## config.mk

```make
export PLATFORM = sky130hd
export DESIGN_NAME = exb_seq
export DESIGN_NICKNAME = d
export VERILOG_FILES = /design/src/rtl/exb_pkg.sv /design/src/rtl/exb_cfg_sel.sv /design/src/rtl/exb_strobe_gen.sv /design/src/rtl/exb_seq.sv
export SDC_FILE = /design/constraint.sdc
export NUM_CORES = 1
export LEC_CHECK = 0
export ABC_AREA = 1
export BUFFER_PORTS_ARGS = -buffer_cell sky130_fd_sc_hd__buf_2
export CELL_PAD_IN_SITES_DETAIL_PLACEMENT = 1
export CELL_PAD_IN_SITES_GLOBAL_PLACEMENT = 2
export CORE_MARGIN = 1.5
export CORE_UTILIZATION = 27
export CTS_CLUSTER_SIZE = 10
export DETAILED_ROUTE_END_ITERATION = 8
export GPL_ROUTABILITY_DRIVEN = 1
export HOLD_SLACK_MARGIN = 0.12
export PLACE_DENSITY_LB_ADDON = 0.1
export SLEW_MARGIN = 20
export SYNTH_ARGS = -nofsm -noshare
export SYNTH_HDL_FRONTEND = slang
export SYNTH_HIERARCHICAL = 1
export SYNTH_SLANG_ARGS = --single-unit
```

## constraint.sdc

```tcl
create_clock -name clk_i -period 5 [get_ports clk_i]
set_input_delay 0.75 -clock clk_i [delete_from_list [all_inputs] [get_ports clk_i]]
set_output_delay 0.75 -clock clk_i [all_outputs]
set_load 0.01 [all_outputs]
```

## src/rtl/exb_pkg.sv

```systemverilog
package exb_pkg;
  typedef enum logic [1:0] {
    ST_IDLE = 2'd0,
    ST_GAP  = 2'd1,
    ST_ACC  = 2'd2
  } exb_state_e;
endpackage

```

## src/rtl/exb_cfg_sel.sv

```systemverilog
module exb_cfg_sel #(
  parameter int NUM_CS = 6,
  parameter int CNT_W  = 4,
  parameter int CS_W   = 3
) (
  input  logic [CS_W-1:0]         sel_i,
  input  logic                    we_i,
  input  logic [NUM_CS*CNT_W-1:0] rd_setup_i,
  input  logic [NUM_CS*CNT_W-1:0] rd_pulse_i,
  input  logic [NUM_CS*CNT_W-1:0] rd_cycle_i,
  input  logic [NUM_CS*CNT_W-1:0] wr_setup_i,
  input  logic [NUM_CS*CNT_W-1:0] wr_pulse_i,
  input  logic [NUM_CS*CNT_W-1:0] wr_cycle_i,
  output logic [CNT_W-1:0]        setup_o,
  output logic [CNT_W-1:0]        pulse_o,
  output logic [CNT_W:0]          total_o,
  output logic                    bad_o
);
  logic [CNT_W-1:0] rs [NUM_CS];
  logic [CNT_W-1:0] rp [NUM_CS];
  logic [CNT_W-1:0] rc [NUM_CS];
  logic [CNT_W-1:0] ws [NUM_CS];
  logic [CNT_W-1:0] wp [NUM_CS];
  logic [CNT_W-1:0] wc [NUM_CS];

  for (genvar i = 0; i < NUM_CS; i++) begin : g_unpack
    assign rs[i] = rd_setup_i[i*CNT_W +: CNT_W];
    assign rp[i] = rd_pulse_i[i*CNT_W +: CNT_W];
    assign rc[i] = rd_cycle_i[i*CNT_W +: CNT_W];
    assign ws[i] = wr_setup_i[i*CNT_W +: CNT_W];
    assign wp[i] = wr_pulse_i[i*CNT_W +: CNT_W];
    assign wc[i] = wr_cycle_i[i*CNT_W +: CNT_W];
  end

  logic            sel_ok;
  logic [CS_W-1:0] idx;
  logic [CNT_W-1:0] cyc;
  logic [CNT_W:0]   sp;

  always_comb begin
    sel_ok  = int'(sel_i) < NUM_CS;
    idx     = sel_ok ? sel_i : '0;
    setup_o = we_i ? ws[idx] : rs[idx];
    pulse_o = we_i ? wp[idx] : rp[idx];
    cyc     = we_i ? wc[idx] : rc[idx];
    sp      = {1'b0, setup_o} + {1'b0, pulse_o};
    bad_o   = !sel_ok || (pulse_o == '0) || ({1'b0, cyc} < sp);
    // zero write hold is stretched by one period
    total_o = (we_i && ({1'b0, cyc} == sp)) ? sp + 1'b1 : {1'b0, cyc};
  end
endmodule

```

## src/rtl/exb_strobe_gen.sv

```systemverilog
module exb_strobe_gen
  import exb_pkg::*;
#(
  parameter int NUM_CS = 6,
  parameter int CNT_W  = 4,
  parameter int CS_W   = 3,
  parameter int BE_W   = 4
) (
  input  exb_state_e        state_i,
  input  logic [CNT_W:0]    cnt_i,
  input  logic [CNT_W-1:0]  setup_i,
  input  logic [CNT_W-1:0]  pulse_i,
  input  logic              we_i,
  input  logic [CS_W-1:0]   cs_i,
  input  logic [BE_W-1:0]   be_i,
  output logic [NUM_CS-1:0] cs_no,
  output logic [BE_W-1:0]   be_no,
  output logic              rd_no,
  output logic              wr_no,
  output logic              oe_o
);
  logic           act;
  logic           win;
  logic [CNT_W:0] s_ext;
  logic [CNT_W:0] e_ext;

  assign act   = (state_i == ST_ACC);
  assign s_ext = {1'b0, setup_i};
  assign e_ext = s_ext + {1'b0, pulse_i};
  assign win   = (cnt_i >= s_ext) && (cnt_i < e_ext);

  for (genvar i = 0; i < NUM_CS; i++) begin : g_cs
    assign cs_no[i] = !(act && (cs_i == CS_W'(i)));
  end

  assign be_no = act ? ~be_i : '1;
  assign rd_no = !(act && !we_i && win);
  assign wr_no = !(act && we_i && win);
  assign oe_o  = act && we_i;
endmodule

```

## src/rtl/exb_seq.sv

```systemverilog
module exb_seq
  import exb_pkg::*;
#(
  parameter int NUM_CS = 6,
  parameter int ADDR_W = 24,
  parameter int DATA_W = 32,
  parameter int CNT_W  = 4,
  localparam int BE_W  = DATA_W / 8,
  localparam int CS_W  = $clog2(NUM_CS)
) (
  input  logic                    clk_i,
  input  logic                    rst_ni,
  input  logic [NUM_CS*CNT_W-1:0] rd_setup_i,
  input  logic [NUM_CS*CNT_W-1:0] rd_pulse_i,
  input  logic [NUM_CS*CNT_W-1:0] rd_cycle_i,
  input  logic [NUM_CS*CNT_W-1:0] wr_setup_i,
  input  logic [NUM_CS*CNT_W-1:0] wr_pulse_i,
  input  logic [NUM_CS*CNT_W-1:0] wr_cycle_i,
  input  logic                    req_valid_i,
  output logic                    req_ready_o,
  input  logic                    req_we_i,
  input  logic [CS_W-1:0]         req_cs_i,
  input  logic [ADDR_W-1:0]       req_addr_i,
  input  logic [BE_W-1:0]         req_be_i,
  input  logic [DATA_W-1:0]       req_wdata_i,
  output logic                    rsp_valid_o,
  output logic [DATA_W-1:0]       rsp_rdata_o,
  output logic                    rsp_err_o,
  output logic [ADDR_W-1:0]       mem_addr_o,
  output logic [NUM_CS-1:0]       mem_cs_no,
  output logic [BE_W-1:0]         mem_be_no,
  output logic                    mem_rd_no,
  output logic                    mem_wr_no,
  output logic [DATA_W-1:0]       mem_dq_o,
  output logic                    mem_dq_oe_o,
  input  logic [DATA_W-1:0]       mem_dq_i
);
  localparam logic [CNT_W:0] CNT_ONE = 1;

  exb_state_e        state_q;
  logic [CNT_W:0]    cnt_q;
  logic [CNT_W-1:0]  setup_q, pulse_q;
  logic [CNT_W:0]    total_q;
  logic              we_q, have_q;
  logic [CS_W-1:0]   cs_q;
  logic [ADDR_W-1:0] addr_q;
  logic [BE_W-1:0]   be_q;
  logic [DATA_W-1:0] wdata_q, rdata_q;
  logic              rvalid_q, err_q;

  logic [CNT_W-1:0]  sel_setup, sel_pulse;
  logic [CNT_W:0]    sel_total;
  logic              sel_bad;

  exb_cfg_sel #(.NUM_CS(NUM_CS), .CNT_W(CNT_W), .CS_W(CS_W)) u_cfg (
    .sel_i      (req_cs_i),
    .we_i       (req_we_i),
    .rd_setup_i (rd_setup_i),
    .rd_pulse_i (rd_pulse_i),
    .rd_cycle_i (rd_cycle_i),
    .wr_setup_i (wr_setup_i),
    .wr_pulse_i (wr_pulse_i),
    .wr_cycle_i (wr_cycle_i),
    .setup_o    (sel_setup),
    .pulse_o    (sel_pulse),
    .total_o    (sel_total),
    .bad_o      (sel_bad)
  );

  logic last_cyc, accept, need_gap, sample;

  assign last_cyc    = (state_q == ST_ACC) && (cnt_q == total_q - CNT_ONE);
  assign req_ready_o = (state_q == ST_IDLE) || last_cyc;
  assign accept      = req_valid_i && req_ready_o;
  assign need_gap    = have_q && ((req_cs_i != cs_q) || (!we_q && req_we_i));
  assign sample      = (state_q == ST_ACC) && !we_q &&
                       (cnt_q == ({1'b0, setup_q} + {1'b0, pulse_q} - CNT_ONE));

  always_ff @(posedge clk_i or negedge rst_ni) begin
    if (!rst_ni) begin
      state_q  <= ST_IDLE;
      cnt_q    <= '0;
      setup_q  <= '0;
      pulse_q  <= '0;
      total_q  <= '0;
      we_q     <= 1'b0;
      have_q   <= 1'b0;
      cs_q     <= '0;
      addr_q   <= '0;
      be_q     <= '0;
      wdata_q  <= '0;
      rdata_q  <= '0;
      rvalid_q <= 1'b0;
      err_q    <= 1'b0;
    end else begin
      rvalid_q <= sample;
      if (sample) rdata_q <= mem_dq_i;
      err_q <= accept && sel_bad;
      unique case (state_q)
        ST_GAP: begin
          state_q <= ST_ACC;
          cnt_q   <= '0;
        end
        default: begin
          if (state_q == ST_ACC && !last_cyc) begin
            cnt_q <= cnt_q + CNT_ONE;
          end else if (accept && !sel_bad) begin
            state_q <= need_gap ? ST_GAP : ST_ACC;
            cnt_q   <= '0;
            setup_q <= sel_setup;
            pulse_q <= sel_pulse;
            total_q <= sel_total;
            we_q    <= req_we_i;
            cs_q    <= req_cs_i;
            addr_q  <= req_addr_i;
            be_q    <= req_be_i;
            wdata_q <= req_wdata_i;
            have_q  <= 1'b1;
          end else begin
            state_q <= ST_IDLE;
          end
        end
      endcase
    end
  end

  exb_strobe_gen #(.NUM_CS(NUM_CS), .CNT_W(CNT_W), .CS_W(CS_W), .BE_W(BE_W)) u_strb (
    .state_i (state_q),
    .cnt_i   (cnt_q),
    .setup_i (setup_q),
    .pulse_i (pulse_q),
    .we_i    (we_q),
    .cs_i    (cs_q),
    .be_i    (be_q),
    .cs_no   (mem_cs_no),
    .be_no   (mem_be_no),
    .rd_no   (mem_rd_no),
    .wr_no   (mem_wr_no),
    .oe_o    (mem_dq_oe_o)
  );

  assign mem_addr_o  = addr_q;
  assign mem_dq_o    = wdata_q;
  assign rsp_valid_o = rvalid_q;
  assign rsp_rdata_o = rdata_q;
  assign rsp_err_o   = err_q;
endmodule

```

* Yosys cells after proc, flatten, opt, wreduce, memory -nomap -nowiden
Cells that the tools add are included.
Storage, ports and cells: output and inout port bits 104, word-level logic and storage cells 113, input port bits 243, bits in registers 119
Cells by class: eq/ne operators 12, reduce and logical (&&, ||, !) cells 41, bitwise gates (word level) 4, muxes and demuxes 31, order comparisons 5, $add $sub $neg 6
Operators with widths (number):
- binary-select mux 4 bit (select 3 bit) | 6
- two-way mux 4 bit | 16
- logical AND 1 bit | 20
- two-way mux 5 bit | 4
- zero test 1 bit | 12
- adder 4 x 4 -> 5 bit | 2
- adder 5 x 1 -> 5 bit (second input constant) | 2
- == test 5 bit | 2
- subtractor 5 x 1 -> 5 bit (second input constant) | 2
- two-way mux 2 bit | 4
- == test 3 x 2 -> 1 bit (second input constant) | 2
- == test 3 bit (second input constant) | 2
- == test 4 x 5 -> 1 bit | 1
- greater-or-equal comparator 5 x 4 -> 1 bit | 1
- less-than comparator 4 x 5 -> 1 bit | 1
- less-than comparator 5 bit | 1
- greater-or-equal comparator 4 bit (second input constant) | 1
- zero test 4 bit | 1
- logical OR 1 bit | 4
- NOT 3 -> 4 bit | 1
- NOT 4 bit | 1
- == test 3 x 1 -> 1 bit (second input constant) | 1
- zero test 3 bit | 1
- less-than comparator 3 bit (second input constant) | 1
- 9 further kinds | 10

* Depth between registers and ports, before layout
depth after elaboration 15, gate-level depth with buffers 30, mapped depth without buffers 26

* Cells and area by module
Netlist, hierarchy kept.
By module, submodules not included:
- exb_seq | times used 1, sequential area each 2977.9 sq um, cells each 608, area each 5278.8 sq um
- exb_cfg_sel | times used 1, sequential area each 0.0 sq um, cells each 354, area each 1788.0 sq um
- exb_strobe_gen | times used 1, sequential area each 0.0 sq um, cells each 77, area each 455.4 sq um

* Worst setup path after synthesis
OpenSTA, ideal clock, no wires.
path kind in2reg, start point in req_cs_i[1], end point reg wdata_q[23] (netlist: mem_dq_o[23]), stages 26, path buffers 5, setup slack 0.894 ns, required time 4.870 ns, data arrival time 3.976 ns, setup time 0.130 ns, path through nand2_2 > nand2_4 > buf_6 > buf_2 > clkbuf_1 > nor2_1 > o221ai_1 > nand3_1 > nand2_1 > ha_1 > inv_1 > fa_1 > nand3_1 > nand2_1 > ha_1 > nand3_1 > nor2_1 > nor2_1 > o21ai_0 > nand4_1 > inv_1 > nand3_4 > buf_6 > buf_6 > nand2_1 > o21ai_1
Between the ends: word-level cells in the longest chain between the ends 13, elaborated cells between the ends (all ways) 33, those cells by class add/sub: 1; order compare: 2; mux: 22; bitwise: 1; reduce/logical: 7
Ends and longest elaborated chain:
- start, declared | line exb_seq.sv:22 | input logic [CS_W-1:0] req_cs_i,
- less-than comparator 3 bit | line exb_cfg_sel.sv:41 | sel_ok = int'(sel_i) < NUM_CS;
- two-way mux 3 bit * | line exb_cfg_sel.sv:42 | idx = sel_ok ? sel_i : '0;
- NOT 3 -> 4 bit (implied by the code) * | line exb_cfg_sel.sv:43 | setup_o = we_i ? ws[idx] : rs[idx];
- binary-select mux 4 bit (select 3 bit) | line exb_cfg_sel.sv:43
- two-way mux 4 bit (implied by the code) (2 in a row) | line exb_cfg_sel.sv:43
- two-way mux 4 bit * | line exb_cfg_sel.sv:43
- named net sel_setup[0] | line exb_seq.sv:51 | logic [CNT_W-1:0] sel_setup, sel_pulse;
- adder 4 x 4 -> 5 bit * | line exb_cfg_sel.sv:46 | sp = {1'b0, setup_o} + {1'b0, pulse_o};
- less-than comparator 4 x 5 -> 1 bit * | line exb_cfg_sel.sv:47 | bad_o = !sel_ok || (pulse_o == '0) || ({1'b0, cyc} < sp);
- logical OR 1 bit * | line exb_cfg_sel.sv:47
- named net sel_bad | line exb_seq.sv:53 | logic sel_bad;
- zero test 1 bit * | line exb_seq.sv:107 | end else if (accept && !sel_bad) begin
- logical AND 1 bit * | line exb_seq.sv:107
- AND reduction 3 bit (no line) *
- end signal, assigned | line exb_seq.sv:117 | wdata_q <= req_wdata_i;
- end, declared | line exb_seq.sv:48 | logic [DATA_W-1:0] wdata_q, rdata_q;
The timed path passes the listed nets; every way through them passes the cells marked *. The select of a mux whose other input is x is not followed. A chain may end at the register's enable or synchronous reset.

* Worst setup path after layout
start point in req_cs_i[2], end point reg total_q[1]
Between the ends: word-level cells in the longest chain between the ends 13, elaborated cells between the ends (all ways) 37, those cells by class add/sub: 2; order compare: 2; eq/ne: 1; mux: 23; bitwise: 1; reduce/logical: 8
Ends and longest elaborated chain:
- less-than comparator 3 bit | line exb_cfg_sel.sv:41
- two-way mux 3 bit * | line exb_cfg_sel.sv:42
- NOT 3 -> 4 bit (implied by the code) * | line exb_cfg_sel.sv:43
- binary-select mux 4 bit (select 3 bit) | line exb_cfg_sel.sv:43
- two-way mux 4 bit (implied by the code) (2 in a row) | line exb_cfg_sel.sv:43
- two-way mux 4 bit * | line exb_cfg_sel.sv:43
- named net sel_setup[0] | line exb_seq.sv:51
- adder 4 x 4 -> 5 bit * | line exb_cfg_sel.sv:46
- less-than comparator 4 x 5 -> 1 bit * | line exb_cfg_sel.sv:47
- logical OR 1 bit * | line exb_cfg_sel.sv:47
- named net sel_bad | line exb_seq.sv:53
- zero test 1 bit * | line exb_seq.sv:107
- logical AND 1 bit * | line exb_seq.sv:107
- AND reduction 3 bit (no line) *
- end signal, assigned | line exb_seq.sv:112 | total_q <= sel_total;
- end, declared | line exb_seq.sv:43 | logic [CNT_W:0] total_q;
Marks and branches as above.

==> metrics.csv <==
metric;value;unit
routed_wl;25.2;mm
final_area;10200;µm²
place.gp.congestion;0.823;
reg2reg_from;setup_q[1]$_DFFE_PN0P_;
ys_types;43;
cts_setup_buffers;0;
worstSetupStartpointType;primary input;
cts_buffer_depth;2;
fin_crit_sh;0.859;
synth_common_cells;nand2_1 (315), inv_1 (153), dfrtp_1 (119);
nFillCells;3529;
grt_remaining_overflow;0;
period_needed;4.30;ns
tns;0;ns
critPathMaxFanout;46;
synth_async_sr_flop_share;1.00;
syn_area;7520;µm²
arrival;4.63;ns
yosys_warnings;6;
rrSetupSlack;2.01;ns
critPathKind;primary input to register;
final_antenna_net_count;0;
drive_above_1_share;0.313;
stdcell_count;1757;
firstDrtPassIters;7;
required;5.34;ns
place_inst;1723;
final_nets;1646;
critPathCapture;total_q[1]$_DFFE_PN0P_;
viasPerCell;4.45;
dpl_cell_area;9600;µm²
drt-initial-drc-count;318;
synth_most_common_cell;nand2_1;
routedWlPerCell;14.4;µm
hold_viol_final;0;
drc;0;
dp_hpwl;19.7;mm
pwr_density_cell;555;nW/µm²
yosysTopAreaCell;dfrtp_1;
fmax;0.233;GHz
setup_violations;0;
dieArea;28900;µm²
num_rows;60;
worst_r2r_endpoint;rsp_rdata_o[9]$_DFFE_PN0P_;
drv_slew;0;
clk_latency;0.41;ns
port_buffers;346;
synth.top_cells.by_area;dfrtp_1 (40%), nand2_1 (16%), inv_1 (7.6%);
io_pins;347;
areaGrowthSynthToFinish;35.6;%
vias;7817;
hold_buffers;0;
synth_seq_cells;119;
fp.dieH;170;µm
ctsResizeCount;0;
ys.flop_type;dfrtp_1;
cts_buffers;17;
vdd_ir_drop_max;0.000309;V
htree_num_levels;4;
setup.worst_path.start;req_cs_i[2];
status;finished clean;
antenna_found_initial;2;
cts_tree;done;
syn-num-nets;1315;
relSlewSlack;0.446;
totalPowerFinal;5.66;mW
grt_pass1_wl;41.0;mm
rsz0062_at_grt;no;
syn_avg_cell_area;7.24;µm²
worst_clock_skew;0.0114;ns
r2r_cells;12;
core-area;27200;µm²
die_w;170;µm
crit_path_end_kind;register;
syn_inst;1039;
clkTransAtPathRegs;0.06;ns
yosysSeqAreaShare;0.396;
grt_max_degree;68;
synth_top_area_frac;0.396;
synth_enable_flop_cells;0;
tightest_slew;0.831;ns
grtUsageTotal;0.179;
ctsRootBufferMaster;clkbuf_16;
max_cap_violations;0;
start_util;0.277;
p_leak;5.80;nW
cts.sinks;119;
grt_pass1_vias;8162;
min_path_type;primary input to asynchronous set/reset pin;
report_power, final:
group | internal [mW] | switching (mW)
logic | 1.04 | 1.68
clock network | 0.748 | 0.501
registers | 1.40 | 0.290
total | 3.19 | 2.47
cell families (layout without fill, tap and decap cells):
family / after synthesis / count (layout) / share of synthesized area
simple gates: 499 / 499 / 0.282
buf+inv: 213 / 557 / 0.120
compound gates: 163 / 163 / 0.130
flops: 119 / 119 / 0.396
fa+ha+maj: 33 / 33 / 0.0579
xor+xnor: 10 / 10 / 0.0116
mux: 2 / 2 / 0.00266
other cells: 0 / 2 / 0
final cells by class:
type                    instances  area, µm²  share of cell area
diodes                          2       5.00            0.000491
clock buffers                  18        429              0.0421
clock inverters                14        166              0.0163
inverters                     160        601              0.0589
multi-input cells             707       3650               0.358
flip-flops and latches        119       2980               0.292
well taps                     372        465              0.0456
repair buffers                365       1900               0.186
metrics by stage:
step           utilization  worst slack (ns)  hold WS (ns)
2_1_floorplan            -             0.894         0.444
3_3_place_gp         0.353             0.349         0.448
3_5_place_dp         0.353             0.206         0.454
4_1_cts              0.375             0.644         0.448
5_1_grt              0.375            0.0801         0.476
6_report             0.375             0.705         0.415
layer usage:
layer / wire (µm) / vias up / global-route usage / share of wire
met2: 12900 / 184 / 0.322 / 0.51
li1: - / 3980 / - / -
met1: 10900 / 3637 / 0.216 / 0.43
met4: 296 / 0 / 0.0508 / 0.012
met3: 1110 / 16 / 0.0326 / 0.044
met5: 0 / - / 0 / 0
sequential cells by signal, indices dropped and copies added, names as in the netlist:
register     flops
cs_q             3
have_q           1
rsp_valid_o      1
mem_addr_o      24
cnt_q            5
state_q          2
be_q             4
we_q             1
pulse_q          4
setup_q          4
rsp_rdata_o     32
total_q          5
rsp_err_o        1
mem_dq_o        32
cell usage in the layout (no fill, tap or decap), drive strengths merged:
cell type / count
nand4: 7
clkinvlp: 3
o21ai: 94
nand3: 97
clkbuf: 18
o221ai: 2
bufinv: 2
nand3b: 2
clkinv: 4
buf: 365
o21ba: 1
a221oi: 4
nor3: 4
o32ai: 8
a32o: 4
o22ai: 1
diode: 2
ha: 30
or2: 6
nor2: 61
nor4: 1
fa: 3
mux2i: 2
inv: 165
a22oi: 6
dfrtp: 119
a211oi: 1
nand2: 321
a21boi: 1
o211ai: 14
xnor2: 3
xor2: 7
a21oi: 27
worst min path at each step:
stage | start | to | slack, ns | cells past startpoint
floorplan | have_q$_DFFE_PN0P_ | have_q$_DFFE_PN0P_ | 0.44 | 2
global placement | rsp_rdata_o[29]$_DFFE_PN0P_ | rsp_rdata_o[29]$_DFFE_PN0P_ | 0.45 | 2
detailed placement | rsp_rdata_o[28]$_DFFE_PN0P_ | rsp_rdata_o[28]$_DFFE_PN0P_ | 0.45 | 2
CTS | rst_ni | rsp_rdata_o[18]$_DFFE_PN0P_ | 0.45 | 1
global route | rst_ni | rsp_rdata_o[18]$_DFFE_PN0P_ | 0.48 | 1
finish | rst_ni | rsp_rdata_o[18]$_DFFE_PN0P_ | 0.42 | 1
critical path, cell delays in order:
cell and delay (ns):
buf_2 0.12, inv_1 0.08, nand2_1 0.11, inv_1 0.32, o21ai_0 0.16, o221ai_1 0.21, nand3_1 0.09, nand2_1 0.10
ha_1 0.17, inv_1 0.06, fa_1 0.37, inv_1 0.09, nand3_1 0.13, nand2_1 0.15, ha_1 0.26, nand3_1 0.11
nor2_1 0.05, nor2_1 0.07, o21ai_0 0.07, nand4_1 0.09, inv_1 0.08, nand3_4 0.30, buf_4 0.48, nand2_1 0.11
o21ai_1 0.09
Power figures use the tool's default switching activity.
